## src/rtl/mcsr_pkg.sv

```systemverilog
package mcsr_pkg;
  localparam int XLEN       = 64;
  localparam int ADDR_W     = 12;
  localparam int N_CSR      = 5;
  localparam int PPN_W      = 44;
  localparam int MODE_W     = 4;
  localparam int PAGE_SHIFT = 12;
  localparam int BASE_W     = PPN_W + PAGE_SHIFT;

  localparam int I_MSTATUS = 0;
  localparam int I_MTVEC   = 1;
  localparam int I_MEPC    = 2;
  localparam int I_MCAUSE  = 3;
  localparam int I_SATP    = 4;

  localparam int MIE_BIT  = 3;
  localparam int MPIE_BIT = 7;

  localparam logic [XLEN-1:0] MSTATUS_WMASK = 64'h0000_0000_000C_19BB;
  localparam logic [XLEN-1:0] MSTATUS_RST   = 64'h0000_0000_000C_0100;
  localparam logic [XLEN-1:0] IRQ_CAUSE     = 64'h0000_0000_8000_0005;

  localparam logic [ADDR_W-1:0] CSR_ADDR [N_CSR] =
    '{12'h300, 12'h305, 12'h341, 12'h342, 12'h180};
  localparam logic [XLEN-1:0] CSR_RST [N_CSR] =
    '{MSTATUS_RST, '0, '0, '0, '0};
  localparam logic [XLEN-1:0] CSR_WMASK [N_CSR] =
    '{MSTATUS_WMASK, '1, '1, '1, '1};

  typedef enum logic {
    CSR_RW = 1'b0,
    CSR_RS = 1'b1
  } csr_op_e;
endpackage

```

## src/rtl/mcsr_decode.sv

```systemverilog
module mcsr_decode
  import mcsr_pkg::*;
(
  input  logic [ADDR_W-1:0] addr_i,
  output logic [N_CSR-1:0]  sel_o,
  output logic              hit_o
);
  for (genvar g = 0; g < N_CSR; g++) begin : g_match
    assign sel_o[g] = (addr_i == CSR_ADDR[g]);
  end
  assign hit_o = |sel_o;
endmodule

```

## src/rtl/mcsr_trap_ctl.sv

```systemverilog
module mcsr_trap_ctl
  import mcsr_pkg::*;
(
  input  logic            trap_i,
  input  logic [XLEN-1:0] trap_cause_i,
  input  logic [XLEN-1:0] trap_pc_i,
  input  logic            mret_i,
  input  logic            ext_irq_i,
  input  logic [XLEN-1:0] cur_pc_i,
  input  logic            mie_i,
  input  logic [XLEN-1:0] mtvec_i,
  input  logic [XLEN-1:0] mepc_i,
  output logic            take_o,
  output logic [XLEN-1:0] cause_o,
  output logic [XLEN-1:0] epc_o,
  output logic            irq_ack_o,
  output logic            redirect_o,
  output logic [XLEN-1:0] redirect_pc_o
);
  logic irq_take;

  // exception wins over interrupt; return excludes interrupt
  assign irq_take      = ext_irq_i & mie_i & ~trap_i & ~mret_i;
  assign take_o        = trap_i | irq_take;
  assign cause_o       = trap_i ? trap_cause_i : IRQ_CAUSE;
  assign epc_o         = trap_i ? trap_pc_i : cur_pc_i;
  assign irq_ack_o     = irq_take;
  assign redirect_o    = take_o | mret_i;
  assign redirect_pc_o = take_o ? mtvec_i : mepc_i;
endmodule

```

## src/rtl/mcsr_file.sv

```systemverilog
module mcsr_file
  import mcsr_pkg::*;
(
  input  logic                        clk_i,
  input  logic                        rst_ni,
  input  logic                        wr_en_i,
  input  logic [N_CSR-1:0]            sel_i,
  input  logic                        wr_set_i,
  input  logic [XLEN-1:0]             wr_data_i,
  input  logic                        trap_i,
  input  logic [XLEN-1:0]             cause_i,
  input  logic [XLEN-1:0]             epc_i,
  input  logic                        mret_i,
  output logic [XLEN-1:0]             rdata_o,
  output logic [N_CSR-1:0][XLEN-1:0]  csr_o
);
  for (genvar g = 0; g < N_CSR; g++) begin : g_reg
    logic [XLEN-1:0] q, d, wval;

    assign wval = (wr_set_i ? (q | wr_data_i) : wr_data_i) & CSR_WMASK[g];

    always_comb begin
      d = q;
      if (g == I_MSTATUS && trap_i) begin
        d[MPIE_BIT] = q[MIE_BIT];
        d[MIE_BIT]  = 1'b0;
      end else if (g == I_MSTATUS && mret_i) begin
        d[MIE_BIT]  = q[MPIE_BIT];
        d[MPIE_BIT] = 1'b1;
      end else if (g == I_MCAUSE && trap_i) begin
        d = cause_i;
      end else if (g == I_MEPC && trap_i) begin
        d = epc_i;
      end else if (wr_en_i && sel_i[g]) begin
        d = wval;
      end
    end

    always_ff @(posedge clk_i or negedge rst_ni) begin
      if (!rst_ni) q <= CSR_RST[g];
      else         q <= d;
    end

    assign csr_o[g] = q;
  end

  always_comb begin
    rdata_o = '0;
    for (int i = 0; i < N_CSR; i++)
      if (sel_i[i]) rdata_o = rdata_o | csr_o[i];
  end

  a_r3_rw_loads: assert property (@(posedge clk_i) disable iff (!rst_ni)
    wr_en_i && !wr_set_i && sel_i[I_MTVEC] && !trap_i
    |=> csr_o[I_MTVEC] == $past(wr_data_i));

  a_r4_rs_ors: assert property (@(posedge clk_i) disable iff (!rst_ni)
    wr_en_i && wr_set_i && sel_i[I_SATP]
    |=> csr_o[I_SATP] == ($past(csr_o[I_SATP]) | $past(wr_data_i)));

  a_r5_resv_zero: assert property (@(posedge clk_i) disable iff (!rst_ni)
    (csr_o[I_MSTATUS] & ~MSTATUS_WMASK) == '0);

  a_r7_trap_stack: assert property (@(posedge clk_i) disable iff (!rst_ni)
    trap_i |=> !csr_o[I_MSTATUS][MIE_BIT]
           && csr_o[I_MSTATUS][MPIE_BIT] == $past(csr_o[I_MSTATUS][MIE_BIT])
           && csr_o[I_MCAUSE] == $past(cause_i)
           && csr_o[I_MEPC] == $past(epc_i));

  a_r8_mret_unstack: assert property (@(posedge clk_i) disable iff (!rst_ni)
    mret_i |=> csr_o[I_MSTATUS][MPIE_BIT]
           && csr_o[I_MSTATUS][MIE_BIT] == $past(csr_o[I_MSTATUS][MPIE_BIT]));
endmodule

```

## src/rtl/mcsr_unit.sv

```systemverilog
module mcsr_unit
  import mcsr_pkg::*;
(
  input  logic              clk_i,
  input  logic              rst_ni,
  input  logic              csr_en_i,
  input  logic              csr_op_i,
  input  logic [ADDR_W-1:0] csr_addr_i,
  input  logic [XLEN-1:0]   csr_wdata_i,
  output logic [XLEN-1:0]   csr_rdata_o,
  output logic              illegal_o,
  input  logic              trap_i,
  input  logic [XLEN-1:0]   trap_cause_i,
  input  logic [XLEN-1:0]   trap_pc_i,
  input  logic              mret_i,
  input  logic              ext_irq_i,
  input  logic [XLEN-1:0]   cur_pc_i,
  output logic              irq_ack_o,
  output logic              redirect_o,
  output logic [XLEN-1:0]   redirect_pc_o,
  output logic              xlat_en_o,
  output logic [MODE_W-1:0] satp_mode_o,
  output logic [BASE_W-1:0] root_base_o
);
  logic [N_CSR-1:0]           sel;
  logic                       hit;
  logic [N_CSR-1:0][XLEN-1:0] csr_q;
  logic                       take;
  logic [XLEN-1:0]            cause, epc;
  logic                       wr_en;
  logic [PPN_W-1:0]           ppn;

  mcsr_decode u_decode (
    .addr_i (csr_addr_i),
    .sel_o  (sel),
    .hit_o  (hit)
  );

  mcsr_trap_ctl u_trap (
    .trap_i        (trap_i),
    .trap_cause_i  (trap_cause_i),
    .trap_pc_i     (trap_pc_i),
    .mret_i        (mret_i),
    .ext_irq_i     (ext_irq_i),
    .cur_pc_i      (cur_pc_i),
    .mie_i         (csr_q[I_MSTATUS][MIE_BIT]),
    .mtvec_i       (csr_q[I_MTVEC]),
    .mepc_i        (csr_q[I_MEPC]),
    .take_o        (take),
    .cause_o       (cause),
    .epc_o         (epc),
    .irq_ack_o     (irq_ack_o),
    .redirect_o    (redirect_o),
    .redirect_pc_o (redirect_pc_o)
  );

  // flow changes cancel the access's write
  assign wr_en     = csr_en_i & hit & ~redirect_o;
  assign illegal_o = csr_en_i & ~hit;

  mcsr_file u_file (
    .clk_i     (clk_i),
    .rst_ni    (rst_ni),
    .wr_en_i   (wr_en),
    .sel_i     (sel),
    .wr_set_i  (csr_op_i),
    .wr_data_i (csr_wdata_i),
    .trap_i    (take),
    .cause_i   (cause),
    .epc_i     (epc),
    .mret_i    (mret_i),
    .rdata_o   (csr_rdata_o),
    .csr_o     (csr_q)
  );

  assign satp_mode_o = csr_q[I_SATP][XLEN-1 -: MODE_W];
  assign ppn         = csr_q[I_SATP][PPN_W-1:0];
  assign xlat_en_o   = |satp_mode_o;
  assign root_base_o = {ppn, {PAGE_SHIFT{1'b0}}};

  a_r8_no_trap_with_mret: assert property (@(posedge clk_i) disable iff (!rst_ni)
    !(trap_i && mret_i));

  a_r9_ack_gated: assert property (@(posedge clk_i) disable iff (!rst_ni)
    irq_ack_o |-> csr_q[I_MSTATUS][MIE_BIT] && !trap_i && !mret_i);

  a_r6_illegal_holds: assert property (@(posedge clk_i) disable iff (!rst_ni)
    illegal_o && !redirect_o |=> $stable(csr_q));

  a_r10_flow_drops_write: assert property (@(posedge clk_i) disable iff (!rst_ni)
    csr_en_i && sel[I_MTVEC] && redirect_o |=> $stable(csr_q[I_MTVEC]));
endmodule

```

## config.mk

```make
export PLATFORM = sky130hd
export DESIGN_NAME = mcsr_unit
export DESIGN_NICKNAME = d
export VERILOG_FILES = /design/src/rtl/mcsr_pkg.sv /design/src/rtl/mcsr_decode.sv /design/src/rtl/mcsr_trap_ctl.sv /design/src/rtl/mcsr_file.sv /design/src/rtl/mcsr_unit.sv
export SDC_FILE = /design/constraint.sdc
export NUM_CORES = 1
export LEC_CHECK = 0
export BUFFER_PORTS_ARGS = -buffer_cell sky130_fd_sc_hd__buf_2
export CAP_MARGIN = 20
export CORE_AREA = 2 2 179 181
export DETAILED_ROUTE_END_ITERATION = 10
export DIE_AREA = 0 0 181 183
export GPL_TIMING_DRIVEN = 1
export PLACE_DENSITY = 0.76
export SLEW_MARGIN = 20
export SYNTH_ARGS = -nofsm -noshare
export SYNTH_HDL_FRONTEND = slang
export SYNTH_SLANG_ARGS = --single-unit
```

## constraint.sdc

```tcl
create_clock -name clk_i -period 4 [get_ports clk_i]
set_input_delay 1 -clock clk_i [delete_from_list [all_inputs] [get_ports clk_i]]
set_output_delay 1 -clock clk_i [all_outputs]
set_load 0.05 [all_outputs]
```

==> out/qor.txt, run 1 <==
FLOORPLAN
-------------------------------------------------------------------------------------------
Initial standard-cell utilization of the core                                         48.3%
Die area                                                                          33100 µm²
Height of the chip                                                                   183 µm
Core outline area                                                                 31200 µm²
Chip Width                                                                           181 µm
Std-Cell Rows                                                                            65
I/O pin total                                                                           467

ROUTING
-------------------------------------------------------------------------------------------
Number of design-rule violations left by the first detailed-router iteration           1686
Count of nets left with antenna violations after detail routing                           0
Number of detailed-routing iterations run before antenna repair                           6
Vias per Instance                                                                      6.43
DRT Wirelength                                                                      57.3 mm
Wire length per cell after detailed routing                                         24.3 µm
Detailed-route via count                                                              15200
Post-route DRC                                                                            0

FINAL LAYOUT
-------------------------------------------------------------------------------------------
Number of flip-flops under the largest register name                                    267
Final core utilization                                                                59.2%
Post-synthesis to final-layout area growth                                            22.6%
Fraction of layout instances using a drive strength above 1                           31.6%
Top reg by flops                                                                 u_file.g.q
Layout Nets                                                                            2208
Registers with the most flip-flops                                             u_file.g.q x267

CLOCKING
-------------------------------------------------------------------------------------------
CTS tree                                                                              built
CTS HTree Levels                                                                          1
Clock root buffer                                                                 clkbuf_16
Clock Tree Buf Depth                                                                      3
Setup Buffers After CTS                                                                   0
Register clock-pin slew on the reported worst setup and hold paths                    60 ps
CTS buffer count                                                                         30
Number of hold buffers added after cts                                                    0
Number of sinks driven by the clock tree                                                267
Clk_lat worst skew                                                                   560 ps

SYNTHESIS
-------------------------------------------------------------------------------------------
Flop and latch count out of synthesis                                                   267
Post-Syn Area per Cell                                                             9.43 µm²
Count of flip-flops with a built-in enable after synthesis                                0
Share of synthesized area occupied by flip-flops and latches                          44.3%
Synth unique cells                                                                       53
Number of warnings printed during yosys synthesis                                         0
Proportion of netlist area held by the largest area contributor                       43.8%
Ys async rst share                                                                     100%
Synth cell count leaders                                                       nand2_1 (357), dfrtp_1 (264), a22o_1 (207)
Area contributors post-synth                                                   dfrtp_1 (44%), a22o_1 (12%), nand2_1 (8.9%), a22oi_1 (4.3%), mux2i_1 (4.2%)
Summed instance area of the synthesized netlist                                   15100 µm²
Synth area leader                                                                   dfrtp_1
Count of mapped cells out of synthesis                                                 1599
Top-count cell post-synth                                                           nand2_1
Most used flip-flop cell after synthesis                                            dfrtp_1

WORST SETUP PATH
-------------------------------------------------------------------------------------------
Critical Path End Type                                                          output port
CP Data Arrival Time                                                                2880 ps
Max Fanout on Critical Path                                                              45
Startpoint of the most critical setup path                                     csr_addr_i[1]
Required @ worst endpoint                                                           3000 ps
Crit start category                                                              input port
Startpoint-to-endpoint class of the critical path                                 in -> out
Crit Reg-Reg Startpoint                                                        u_file.g_reg[0].q[3]$_DFFE_PN0P_

TIMING
-------------------------------------------------------------------------------------------
Crit path time final                                                                3880 ps
Total setup violations reported at the end of the flow                                    0
Unrepaired setup endpoints after global routing                                          no
Final worst path period share                                                         96.9%
Number of endpoints with negative hold slack in the final report                          0
Max Clock Skew                                                                      18.9 ps
Number of pins with negative max-slew slack in the final report                           0
Sum of negative setup slack                                                            0 ps
Pin slew with the least headroom to its limit                                       1120 ps
Final setup slack of the worst path                                                  124 ps
Max Clk Rate                                                                      0.258 GHz
Slew headroom                                                                         25.1%

POWER AND IR DROP
-------------------------------------------------------------------------------------------
Maximum vdd ir drop                                                              0.000334 V
Overall Power                                                                       7.18 mW
Leakage power total                                                                 8.92 nW
Power per cell area                                                              388 nW/µm²

GLOBAL ROUTING
-------------------------------------------------------------------------------------------
Overall overflow remaining after global route                                             0
Total GRT Usage                                                                       33.5%
Global-route wire length before repair                                              87.1 mm
Pin count of the biggest net entering global routing                                    177
Number of antenna violations at the first check in global routing                         5
Via count of the first global-routing pass                                            14900

PLACE
-------------------------------------------------------------------------------------------
Detail Placement HPWL                                                               37.2 mm
Post-placement setup slack                                                           113 ps
GP Congestion                                                                         0.905
IO Port Bufs                                                                            454

JOB
-------------------------------------------------------------------------------------------
Max-capacitance violation count                                                           0

RUN STATUS
-------------------------------------------------------------------------------------------
Result of the run                                                              finished, final reports clean

HOLD PATH
-------------------------------------------------------------------------------------------
HP Class                                                                        in -> async

## power by group
| group | internal [mW] | switching, mW |
|---|---|---|
| registers | 2.87 | 0.137 |
| logic | 0.412 | 0.760 |
| clock network | 1.83 | 1.18 |
## worst paths after layout
check	to	slack (ps)	cells past startpoint
hold reg to reg	u_file.g_reg[3].q[20]$_DFFE_PN0P_	490	1
hold / removal	u_file.g_reg[3].q[59]$_DFFE_PN0P_	480	1
max in group asynchronous	u_file.g_reg[0].q[19]$_DFFE_PN1P_	2590	2
min in group clk_i	u_file.g_reg[3].q[20]$_DFFE_PN0P_	490	1
setup / recovery	csr_rdata_o[11]	120	7
setup reg to reg	u_file.g_reg[3].q[56]$_DFFE_PN0P_	1270	6
## critical path, cell delays in order
cell and delay [ps]:
buf_2 160, nor4bb_2 440, and4_2 370, buf_12 280, a22o_1 190, a311o_1 130, buf_2 270
## per-layer routing
layer  routed length [µm]  track usage [%]  part of all wire, %  up-vias
li1                     -                -                    -     6464
met1                21600             43.0                   38     7362
met2                27000             55.9                   47     1168
met3                 6170             6.53                   11      199
met4                 2510             14.0                  4.4        4
met5                   27                0                0.047        -
## logic make-up after synthesis
family,synth area share [%]
AOI/OAI and AO/OA,27.9
xor gates and xnor gates,0.0581
buffers and inverters,9.03
DFF,44.3
muxes,7.23
other,0.0249
and+or+nand+nor,11.4
## layout make-up
cell class | count | area, µm²
inverters | 58 | 218
repair buffers | 501 | 2800
well taps | 402 | 503
clock inverters | 18 | 233
diodes | 3 | 7.51
flip-flops and latches | 267 | 6690
clock buffers | 38 | 852
fillers | 2753 | 12700
multi-input cells | 1075 | 7190
## cell usage in the layout, fill, tap and decap left out, types with 3 or more instances in the layout
cell type   Yosys  routed
buf_2          41     452
nand2_1       357     357
dfrtp_1       264     264
a22o_1        207     207
a22oi_1        87      87
o21ai_0        65      65
mux2i_1        64      64
inv_1          58      58
o221ai_1       53      53
a21oi_1        46      46
mux2_2         40      40
o31ai_1        39      39
buf_4          61      34
clkbuf_16       0      31
o2bb2ai_1      22      22
nand3_1        21      19
buf_12          0      13
conb_1          1      12
clkinv_2        0       7
o211ai_1        6       6
a311o_1         5       5
bufinv_16       0       5
clkbuf_8        0       5
nor2b_1         6       4
clkinvlp_4      0       4
diode_2         0       3
nand4_1         3       3
dfstp_2         3       3
## timing repair
item / CTS / global route
hold endpoints to repair: 0 / 0
setup endpoints to repair: 0 / 6
gates resized for setup: 0 / 1
## metrics by stage
stage / hold WS, ps / instance area [µm²] / std cells
2_1_floorplan: 456 / 15100 / 1610
3_3_place_gp: 473 / 17400 / 2303
3_5_place_dp: 475 / 17400 / 2303
4_1_cts: 493 / 18500 / 2359
5_1_grt: 513 / 18500 / 2361
6_report: 481 / 18500 / 2362
(Power assumes the default switching activity.)
==> run 2: changes to the inputs <==
--- a/config.mk
+++ b/config.mk
@@ -5,14 +5,15 @@
 export SDC_FILE = /design/constraint.sdc
 export NUM_CORES = 1
 export LEC_CHECK = 0
+export ABC_AREA = 1
 export BUFFER_PORTS_ARGS = -buffer_cell sky130_fd_sc_hd__buf_2
 export CAP_MARGIN = 20
-export CORE_AREA = 2 2 179 181
+export CORE_AREA = 2 2 182 184
 export DETAILED_ROUTE_END_ITERATION = 10
-export DIE_AREA = 0 0 181 183
+export DIE_AREA = 0 0 184 186
 export GPL_TIMING_DRIVEN = 1
 export PLACE_DENSITY = 0.76
-export SLEW_MARGIN = 20
+export SLEW_MARGIN = 25
 export SYNTH_ARGS = -nofsm -noshare
 export SYNTH_HDL_FRONTEND = slang
 export SYNTH_SLANG_ARGS = --single-unit
==> out/qor.txt, run 2 <==
TIMING
-------------------------------------------------------------------------------------------
Number of endpoints with negative hold slack in the final report                          0   unchanged
Final worst path period share                                                         91.3%   -5.6 points
Slew headroom                                                                         34.9%   +9.8 points
Crit path time final                                                                3650 ps   -224 ps
Pin slew with the least headroom to its limit                                        976 ps   -143 ps
Sum of negative setup slack                                                            0 ps   unchanged
Max Clk Rate                                                                      0.274 GHz   +6.1%
Hold Slack                                                                           433 ps   -47.5 ps
Unrepaired setup endpoints after global routing                                          no
Total setup violations reported at the end of the flow                                    0   unchanged
Max Clock Skew                                                                      9.76 ps   -9.10 ps
Number of pins with negative max-slew slack in the final report                           0   unchanged

GLOBAL ROUTING
-------------------------------------------------------------------------------------------
Global-route wire length before repair                                              87.3 mm   +0.17%
Pin count of the biggest net entering global routing                                    129   -27%
Number of antenna violations at the first check in global routing                         6   +1
Overall overflow remaining after global route                                             0   unchanged
Total GRT Usage                                                                       32.7%   -0.84 points
Via count of the first global-routing pass                                            16100   +7.6%

FINAL LAYOUT
-------------------------------------------------------------------------------------------
Fraction of layout instances using a drive strength above 1                           22.6%   -8.9 points
Number of fill cells in the layout                                                     2882   +4.7%
Registers with the most flip-flops                                             u_file.g.q x267
Most common cell after layout, fill and taps aside                                  nand2_1
Highest-count cells in the layout ignoring fill and taps                       nand2_1 (593), buf_2 (449), o21ai_0 (363)
Number of flip-flops under the largest register name                                    267   unchanged
Post-synthesis to final-layout area growth                                            21.3%
Top reg by flops                                                                 u_file.g.q
Layout Nets                                                                            2765   +25%
Footprint of the flip-flops and latches                                            6690 µm²   unchanged
Footprint of the multi-input gates                                                 6940 µm²   -3.5%

ROUTING
-------------------------------------------------------------------------------------------
Vias per Instance                                                                      5.72   -11%
Wire length per cell after detailed routing                                         19.6 µm   -19%
Detailed-route via count                                                              16700   +10%
Met1 wire length                                                                    21.8 mm   +0.93%
Routed met2 length                                                                  26.7 mm   -1.2%
Count of nets left with antenna violations after detail routing                           0   unchanged
Number of detailed-routing iterations run before antenna repair                           6   unchanged
DRT Wirelength                                                                      57.2 mm   -0.23%
Met3 routed wirelength                                                              5.91 mm   -4.1%
DR top layer                                                                           met5
Post-route DRC                                                                            0   unchanged
Number of design-rule violations left by the first detailed-router iteration           1685   -0.059%

WORST SETUP PATH
-------------------------------------------------------------------------------------------
R2R Setup Slk                                                                       1110 ps   -160 ps
Critical Path End Type                                                          output port
Startpoint of the most critical setup path                                     csr_addr_i[4]
Startpoint-to-endpoint class of the critical path                                 in -> out
CP Data Arrival Time                                                                2650 ps   -230 ps
Required @ worst endpoint                                                           3000 ps   about the same
Max Fanout on Critical Path                                                              47   +4.4%
Crit Reg-Reg Startpoint                                                        u_file.g_reg[0].q[3]$_DFFE_PN0P_
Crit start category                                                              input port

CLOCKING
-------------------------------------------------------------------------------------------
Register clock-pin slew on the reported worst setup and hold paths                    60 ps   about the same
Clock root buffer                                                                 clkbuf_16
Number of hold buffers added after cts                                                    0   unchanged
Clock Tree Buf Depth                                                                      3   unchanged
Number of sinks driven by the clock tree                                                267   unchanged
CTS tree                                                                              built
CTS HTree Levels                                                                          1   unchanged
Setup Buffers After CTS                                                                   0   unchanged
Number of gates resized after cts                                                         0   unchanged
Clk_lat worst skew                                                                   560 ps   about the same
CTS buffer count                                                                         30   unchanged

SYNTHESIS
-------------------------------------------------------------------------------------------
Area contributors post-synth                                                   dfrtp_1 (42%), nand2_1 (14%), o21ai_0 (11%), inv_1 (7.3%), mux2i_1 (3.9%)
Proportion of netlist area held by the largest area contributor                       41.7%   -2.1 points
Summed instance area of the synthesized netlist                                   15800 µm²   +5.0%
Number of warnings printed during yosys synthesis                                         0   unchanged
Most used flip-flop cell after synthesis                                            dfrtp_1
Ys async rst share                                                                     100%   unchanged
Count of flip-flops with a built-in enable after synthesis                                0   unchanged
Synth cell count leaders                                                       nand2_1 (594), o21ai_0 (363), inv_1 (309)
Count of mapped cells out of synthesis                                                 2158   +35%
Synth area leader                                                                   dfrtp_1
Flop and latch count out of synthesis                                                   267   unchanged
Share of synthesized area occupied by flip-flops and latches                          42.2%   -2.1 points
Top-count cell post-synth                                                           nand2_1
Synth unique cells                                                                       33   -38%
Post-Syn Area per Cell                                                             7.34 µm²   -22%

FLOORPLAN
-------------------------------------------------------------------------------------------
I/O pin total                                                                           467   unchanged
Height of the chip                                                                   186 µm   +1.6%
Std-Cell Rows                                                                            66   +1.5%
Core outline area                                                                 32200 µm²   +3.1%
Die area                                                                          34200 µm²   +3.3%
Chip Width                                                                           184 µm   +1.7%
Initial standard-cell utilization of the core                                         49.2%   +0.88 points

PLACE
-------------------------------------------------------------------------------------------
GP Congestion                                                                         0.914   +0.95%
IO Port Bufs                                                                            454   unchanged
Detail Placement HPWL                                                               37.7 mm   +1.4%

JOB
-------------------------------------------------------------------------------------------
Max-capacitance violation count                                                           0   unchanged

HOLD PATH
-------------------------------------------------------------------------------------------
HP Class                                                                        in -> async

POWER AND IR DROP
-------------------------------------------------------------------------------------------
Power per cell area                                                              384 nW/µm²   -1.2%
Maximum vdd ir drop                                                              0.000310 V   -7.1%
Leakage power total                                                                 10.1 nW   +13%

RUN STATUS
-------------------------------------------------------------------------------------------
Result of the run                                                              finished, final reports clean

run 2: cell types whose count changed in the layout (fill, tap and decap cells not counted), moves of 21 or more:
| cell | before | now |
|---|---|---|
| a22o_1 | 207 | 0 |
| o21ai_0 | 65 | 363 |
| mux2_2 | 40 | 0 |
| a22oi_1 | 87 | 1 |
| o22ai_1 | 0 | 63 |
| a21oi_1 | 46 | 88 |
| o21ai_1 | 0 | 37 |
| nand2_1 | 357 | 593 |
| nor2_1 | 2 | 40 |
| o2bb2ai_1 | 22 | 0 |
| inv_1 | 58 | 308 |
| o211ai_1 | 6 | 27 |
| o31ai_1 | 39 | 0 |
run 2: logic make-up after synthesis:
family / share of synthesized area [%]
mux: 3.86
compound gates: 23.1
flops: 42.2
other cells: 0.0237
buf+inv: 14.5
simple gates: 16.2
run 2: final timing paths:
path,to,cells after the start
setup / recovery,csr_rdata_o[24],10
hold / removal,u_file.g_reg[4].q[62]$_DFFE_PN0P_,1
setup reg to reg,u_file.g_reg[4].q[57]$_DFFE_PN0P_,11
hold reg to reg,u_file.g_reg[3].q[31]$_DFFE_PN0P_,2
max in group asynchronous,u_file.g_reg[2].q[32]$_DFFE_PN0P_,2
min in group clk_i,u_file.g_reg[3].q[31]$_DFFE_PN0P_,2
run 2: stage by stage:
step	worst slack [ps]	util, %	std cells	area, µm²	total power, mW
4_1_cts	318	59.6	2922	19200	7.40
2_1_floorplan	156	-	2169	15900	3.82
3_3_place_gp	382	56.2	2866	18100	4.29
5_1_grt	236	59.6	2924	19200	7.67
3_5_place_dp	331	56.2	2866	18100	4.32
6_report	349	59.6	2924	19200	7.37
run 2: layout make-up:
cell class / count / share of cell area, %
multi-input cells: 1382 / 36.1
repair buffers: 489 / 14.4
well taps: 408 / 2.66
inverters: 320 / 6.25
clock inverters: 10 / 1.06
clock buffers: 46 / 4.65
diodes: 2 / 0.0261
flip-flops and latches: 267 / 34.8
run 2: critical path, stage by stage:
cell and delay (ps):
buf_2 110, inv_1 50, nand2_1 70, nor2_1 270, nand3_2 140, buf_12 250
o22ai_1 160, inv_1 70, o221ai_1 150, buf_2 350
run 2: power by group:
part	leakage [nW]	internal [mW]	total, mW	switching, mW
logic	6.69	0.396	1.33	0.934
registers	2.84	2.88	2.96	0.0870
clock network	0.532	1.91	3.08	1.16
total	10.1	5.19	7.37	2.19
run 2: per-layer routing:
metal  vias to the layer above  global-route usage [%]
li1                       7651                       -
met2                      1096                    53.3
met3                       187                    5.42
met1                      7785                    42.3
met5                         -                       0
met4                         6                    16.6
